`src/rtl/ldst_agu_pkg.sv`:
```
package ldst_agu_pkg;
  localparam int ADDR_W   = 64;
  localparam int NARROW_W = 32;
  localparam int SEL_W    = 3;
  localparam int SZ_W     = 2;

  typedef enum logic [1:0] {
    SRC_BYTE  = 2'b00,
    SRC_HALF  = 2'b01,
    SRC_WORD  = 2'b10,
    SRC_DWORD = 2'b11
  } src_width_e;

  typedef struct packed {
    logic       is_signed;
    src_width_e width;
  } ext_sel_t;

  function automatic logic sel_is_legal(ext_sel_t s);
    return s.width[1];
  endfunction
endpackage

```
`src/rtl/ldst_idx_extend.sv`:
```
module ldst_idx_extend
  import ldst_agu_pkg::*;
#(
  parameter int W  = ADDR_W,
  parameter int NW = NARROW_W
) (
  input  logic         clk,
  input  logic         rst,
  input  logic [W-1:0] idx_in,
  input  ext_sel_t     sel,
  output logic [W-1:0] idx_ext,
  output logic         illegal
);
  localparam int FILL_W = W - NW;

  logic [FILL_W-1:0] fill_bits;

  generate
    if (FILL_W > 0) begin : g_fill
      always_comb begin
        fill_bits = sel.is_signed ? {FILL_W{idx_in[NW-1]}} : '0;
      end
    end else begin : g_nofill
      always_comb fill_bits = '0;
    end
  endgenerate

  always_comb begin
    illegal = !sel_is_legal(sel);
    unique case (sel.width)
      SRC_WORD:  idx_ext = {fill_bits, idx_in[NW-1:0]};
      SRC_DWORD: idx_ext = idx_in;
      default:   idx_ext = '0;
    endcase
  end

  p_zero_fill_r4: assert property (@(posedge clk) disable iff (rst)
    (sel == 3'b010) |-> (idx_ext[W-1:NW] == '0 && idx_ext[NW-1:0] == idx_in[NW-1:0]));

  p_sign_fill_r5: assert property (@(posedge clk) disable iff (rst)
    (sel == 3'b110) |-> (idx_ext[W-1:NW] == {FILL_W{idx_in[NW-1]}}));

  p_dword_pass_r6: assert property (@(posedge clk) disable iff (rst)
    (sel.width == SRC_DWORD) |-> (idx_ext == idx_in));
endmodule

```
`src/rtl/ldst_idx_scale.sv`:
```
module ldst_idx_scale
  import ldst_agu_pkg::*;
#(
  parameter int W    = ADDR_W,
  parameter int SZW  = SZ_W
) (
  input  logic           clk,
  input  logic           rst,
  input  logic [W-1:0]   din,
  input  logic           scale_en,
  input  logic [SZW-1:0] size_lg2,
  output logic [W-1:0]   dout
);
  logic [SZW-1:0] shamt;

  always_comb begin
    shamt = scale_en ? size_lg2 : '0;
    dout  = din << shamt;
  end

  p_no_scale_r7: assert property (@(posedge clk) disable iff (rst)
    !scale_en |-> (dout == din));

  p_scale_lsb_r8: assert property (@(posedge clk) disable iff (rst)
    (scale_en && size_lg2 == 2'd3) |-> (dout[2:0] == 3'b000));
endmodule

```
`src/rtl/ldst_addr_add.sv`:
```
module ldst_addr_add
  import ldst_agu_pkg::*;
#(
  parameter int W = ADDR_W
) (
  input  logic [W-1:0] base,
  input  logic [W-1:0] offset,
  output logic [W-1:0] sum
);
  always_comb sum = base + offset;
endmodule

```
`src/rtl/ldst_idx_agu.sv`:
```
module ldst_idx_agu
  import ldst_agu_pkg::*;
#(
  parameter int W   = ADDR_W,
  parameter int NW  = NARROW_W,
  parameter int SZW = SZ_W
) (
  input  logic           clk,
  input  logic           rst,
  input  logic [W-1:0]   base_val,
  input  logic [W-1:0]   index_val,
  input  logic [2:0]     ext_sel,
  input  logic           scale_en,
  input  logic [SZW-1:0] size_lg2,
  output logic [W-1:0]   addr_q,
  output logic           undef_q
);
  ext_sel_t     sel_s;
  logic [W-1:0] idx_ext;
  logic [W-1:0] idx_scaled;
  logic [W-1:0] addr_sum;
  logic         illegal;

  always_comb sel_s = ext_sel_t'(ext_sel);

  ldst_idx_extend #(.W(W), .NW(NW)) u_ext (
    .clk(clk), .rst(rst), .idx_in(index_val), .sel(sel_s),
    .idx_ext(idx_ext), .illegal(illegal)
  );

  ldst_idx_scale #(.W(W), .SZW(SZW)) u_scale (
    .clk(clk), .rst(rst), .din(idx_ext), .scale_en(scale_en),
    .size_lg2(size_lg2), .dout(idx_scaled)
  );

  ldst_addr_add #(.W(W)) u_add (
    .base(base_val), .offset(idx_scaled), .sum(addr_sum)
  );

  always_ff @(posedge clk) begin
    if (rst) begin
      addr_q  <= '0;
      undef_q <= 1'b0;
    end else begin
      undef_q <= illegal;
      addr_q  <= illegal ? '0 : addr_sum;
    end
  end

  p_undef_flag_r2: assert property (@(posedge clk) disable iff (rst)
    !$past(rst) |-> (undef_q == !$past(ext_sel[1])));

  p_undef_zero_r3: assert property (@(posedge clk) disable iff (rst)
    undef_q |-> (addr_q == '0));

  p_dword_alias_r6: assert property (@(posedge clk) disable iff (rst)
    (!$past(rst) && $past(ext_sel[1:0]) == 2'b11 && !$past(scale_en))
      |-> (addr_q == $past(base_val) + $past(index_val)));

  p_reset_r1: assert property (@(posedge clk)
    $past(rst) |-> (addr_q == '0 && !undef_q));
endmodule

```
`config.mk`:
```
export PLATFORM = sky130hd
export DESIGN_NAME = ldst_idx_agu
export DESIGN_NICKNAME = d
export VERILOG_FILES = /design/src/rtl/ldst_agu_pkg.sv /design/src/rtl/ldst_idx_extend.sv /design/src/rtl/ldst_idx_scale.sv /design/src/rtl/ldst_addr_add.sv /design/src/rtl/ldst_idx_agu.sv
export SDC_FILE = /design/constraint.sdc
export NUM_CORES = 1
export LEC_CHECK = 0
export CAP_MARGIN = 20
export CORE_MARGIN = 1.5
export CORE_UTILIZATION = 50
export CTS_CLUSTER_SIZE = 10
export DETAILED_ROUTE_END_ITERATION = 16
export GPL_TIMING_DRIVEN = 0
export HOLD_SLACK_MARGIN = 0.08
export MAX_ROUTING_LAYER = met4
export PLACE_DENSITY = 0.83
export RECOVER_POWER = 50
export SLEW_MARGIN = 15
export SYNTH_ARGS = -nofsm -noshare
export SYNTH_HDL_FRONTEND = slang
export SYNTH_SLANG_ARGS = --single-unit
export TNS_END_PERCENT = 30
```
`constraint.sdc`:
```
create_clock -name clk -period 5.1 [get_ports clk]
set_clock_uncertainty 0.05 [all_clocks]
set_input_delay 0.51 -clock clk [delete_from_list [all_inputs] [get_ports clk]]
set_output_delay 0.51 -clock clk [all_outputs]
set_load 0.1 [all_outputs]
```
==> impl_metrics.sql <==
INSERT INTO impl_metrics (metric_group, metric, value, unit) VALUES
('synth', 'yosysWarningCount', '0', ''),
('clock_tree', 'postCtsHoldBufs', '0', ''),
('worst_hold_path', 'type_of_the_most_critical_hold_path', 'primary input to flip-flop', ''),
('layout', 'finish.instance_area', '9960', 'um^2'),
('synth', 'synth-compound-area-share', '26.1', '%'),
('layout', 'layout_commonest_cell', 'sky130_fd_sc_hd__nand2_1', ''),
('place', 'placement.io_buffers', '199', ''),
('timing', 'timing.final.setup_violations', '0', ''),
('global_route', 'grt_start_max_net_pins', '12', ''),
('timing', 'hold_slack', '0.735', 'ns'),
('clock_tree', 'cts_setup_buffers', '0', ''),
('clock_tree', 'cts_made_buffers', '9', ''),
('floorplan', 'pin_count', '201', ''),
('setup_path', 'path_class', 'primary input to flip-flop', ''),
('global_route', 'grt_util_met1', '47.5', '%'),
('power_and_ir_drop', 'power.ir.vdd_worst', '156', 'uV'),
('setup_path', 'data_required_time_at_the_worst_endpoint', '5.28', 'ns'),
('synth', 'post_synth_num_cell_types', '75', ''),
('synth', 'dominantRegCellSynth', 'sky130_fd_sc_hd__dfxtp_1', ''),
('synth', 'synth_async_sr_flop_share', '0', '%'),
('run_status', 'run_status', 'complete, no violations', ''),
('detailed_routing', 'routed-via-count', '8687', ''),
('layout', 'insertedDiodeCount', '0', ''),
('synth', 'synthesis.instances', '1052', ''),
('flow_run', 'timing.max_cap.violations', '0', ''),
('timing', 'setup_ws', '0.210', 'ns'),
('clock_tree', 'tritoncts', 'yes', ''),
('global_route', 'grt_usage', '33.3', '%'),
('synth', 'largest_family_of_logic_cells_by_synthesized_area', 'simple AND/OR/NAND/NOR gates', ''),
('place', 'place_area', '9630', 'um^2'),
('detailed_routing', 'drt_pass1_iterations', '8', ''),
('global_route', 'grt.met2_usage', '48.8', '%'),
('clock_tree', 'clk_transition_reported_paths', '0.06', 'ns'),
('global_route', 'grt_overflow', '0', ''),
('layout', 'final_cell_count_no_fill', '1450', ''),
('setup_path', 'worst_setup_end_kind', 'flip-flop', ''),
('clock_tree', 'ctsLongestPathBuffers', '2', ''),
('floorplan', 'floorplan.die_area', '15600', 'um^2'),
('timing', 'min_period_over_period', '95.9', '%'),
('detailed_routing', 'postRouteWirelength', '26200', 'um'),
('global_route', 'grt_pass1_vias', '7692', ''),
('floorplan', 'start_util', '51.2', '%'),
('synth', 'synth.ff_latch_count', '65', ''),
('timing', 'rsz0062_at_grt', 'yes', ''),
('layout', 'syn2layout_area_growth', '34.3', '%'),
('setup_path', 'kind_of_launch_point_of_the_worst_setup_path', 'primary input', ''),
('floorplan', 'dieHeight', '125', 'um'),
('worst_hold_path', 'min_path_cells', '2', ''),
('place', 'detailed_place_hpwl', '21600', 'um'),
('detailed_routing', 'detail-route-antenna-nets', '0', ''),
('synth', 'synth_enable_flop_cells', '0', ''),
('place', 'place_congestion', '0.992', ''),
('synth', 'post_synth_mux_area_share', '7.19', '%'),
('detailed_routing', 'route.detailed.vias_per_inst', '5.99', ''),
('timing', 'fmax', '205', 'MHz'),
('timing', 'min_period', '4.89', 'ns'),
('power_and_ir_drop', 'static-leakage-power', '4.36', 'nW'),
('layout', 'drive_gt1_share', '4.74', '%'),
('layout', 'most-common-layout-cells', '200 x sky130_fd_sc_hd__nand2_1, 135 x sky130_fd_sc_hd__clkdlybuf4s50_1, 114 x sky130_fd_sc_hd__a21oi_1', ''),
('setup_path', 'largest_driver_fanout_on_the_critical_path', '10', ''),
('global_route', 'grt_first_pass_wirelength', '40500', 'um'),
('clock_tree', 'cts.root.buffer_cell', 'sky130_fd_sc_hd__clkbuf_16', ''),
('detailed_routing', 'detail_route.wl_per_cell', '18.1', 'um'),
('power_and_ir_drop', 'design_power_total', '2.50', 'mW'),
('power_and_ir_drop', 'pwr_density_cell', '252', 'nW/um^2'),
('synth', 'synth_xor_area_share', '5.44', '%'),
('detailed_routing', 'drcViolationCount', '0', ''),
('detailed_routing', 'drtIter0Drc', '1057', ''),
('place', 'dp_cells', '1435', ''),
('synth', 'synthesized_area_fraction_occupied_by_adder_cells', '11.9', '%'),
('floorplan', 'placement_rows', '44', '');
==> critical path: stages <==
cell and delay, ns:
sky130_fd_sc_hd__clkdlybuf4s50_1 0.52, sky130_fd_sc_hd__and2_1 0.14, sky130_fd_sc_hd__clkbuf_1 0.17, sky130_fd_sc_hd__clkbuf_2 0.28
sky130_fd_sc_hd__clkbuf_1 0.49, sky130_fd_sc_hd__nand2_1 0.11, sky130_fd_sc_hd__nand3_1 0.09, sky130_fd_sc_hd__and3_1 0.25
sky130_fd_sc_hd__ha_1 0.25, sky130_fd_sc_hd__buf_2 0.17, sky130_fd_sc_hd__a211oi_2 0.27, sky130_fd_sc_hd__o211ai_1 0.19
sky130_fd_sc_hd__a32oi_1 0.24, sky130_fd_sc_hd__nand4_1 0.16, sky130_fd_sc_hd__o21ai_1 0.24, sky130_fd_sc_hd__a21boi_1 0.20
sky130_fd_sc_hd__o31ai_1 0.36, sky130_fd_sc_hd__a21oi_1 0.12, sky130_fd_sc_hd__nor3_1 0.29
==> sequential cells by signal, summed over array words and instances, names as in the netlist <==
name / cells
addr_q: 64
undef_q: 1
==> worst paths after layout <==
path                     start    endpoint  slack (ns)
worst max-delay path  scale_en  addr_q[63]        0.21
worst min-delay path       rst     undef_q        0.73
==> what timing repair did <==
action / CTS / global route
setup endpoints to repair: 18 / 17
pin swaps: 0 / 0
resized for setup: 2 / 10
==> synth_stat cells, drive strengths merged, types with 2 or more instances <==
cell	instances	area share, %
nand2	200	10
a21oi	117	8.1
nor2	97	4.9
ha	69	12
o21ai	69	4.7
dfxtp	65	18
mux2i	42	5.7
clkbuf	41	2.3
and3	29	2.5
nor3	28	2.2
nand3	26	1.8
xnor2	25	3.0
a21o	23	2.3
nand4	22	1.9
xor2	21	2.5
inv	19	0.96
a21boi	17	1.8
and2	14	1.2
o21bai	14	1.4
buf	13	0.84
a31oi	10	1.0
o21a	9	0.91
a211oi	8	0.88
nand2b	8	0.68
nor2b	8	0.68
o211ai	6	0.68
o31ai	6	0.68
mux4	5	1.5
nor3b	4	0.41
a2111oi	3	0.69
a221oi	3	0.44
a311oi	3	0.44
nor4	3	0.25
a22oi	2	0.27
o22ai	2	0.17
o31a	2	0.24
or3	2	0.17
==> report_power, final <==
| part | internal (mW) | switching, mW |
|---|---|---|
| clock network | 0.378 | 0.243 |
| registers | 0.553 | 0.00973 |
| logic | 0.439 | 0.882 |
| total | 1.37 | 1.13 |
==> cells by family after synthesis <==
| kind of cell | after synthesis |
|---|---|
| DFF | 65 |
| AOI/OAI and AO/OA | 304 |
| muxes | 47 |
| xor gates and xnor gates | 46 |
| buffers and inverters | 74 |
| adders and majority gates | 70 |
| and+or+nand+nor | 446 |
==> metal layers <==
| metal | vias to the layer above | routed length [um] |
|---|---|---|
| met5 | - | 0 |
| met4 | 0 | 646 |
| met3 | 52 | 2710 |
| met2 | 538 | 11100 |
| met1 | 3909 | 11800 |
| li1 | 4188 | - |
==> area by class of cell <==
| type | count | area (um^2) |
|---|---|---|
| inverter | 19 | 71.3 |
| timing repair buffer | 199 | 1990 |
| clock buffer | 11 | 233 |
| fill | 1277 | 4520 |
| clock inverter | 5 | 56.3 |
| buffer | 54 | 255 |
| multi-input combinational | 913 | 5820 |
| sequential | 65 | 1300 |
| tap | 184 | 230 |
No activity file was read; power rests on OpenSTA's default activity.
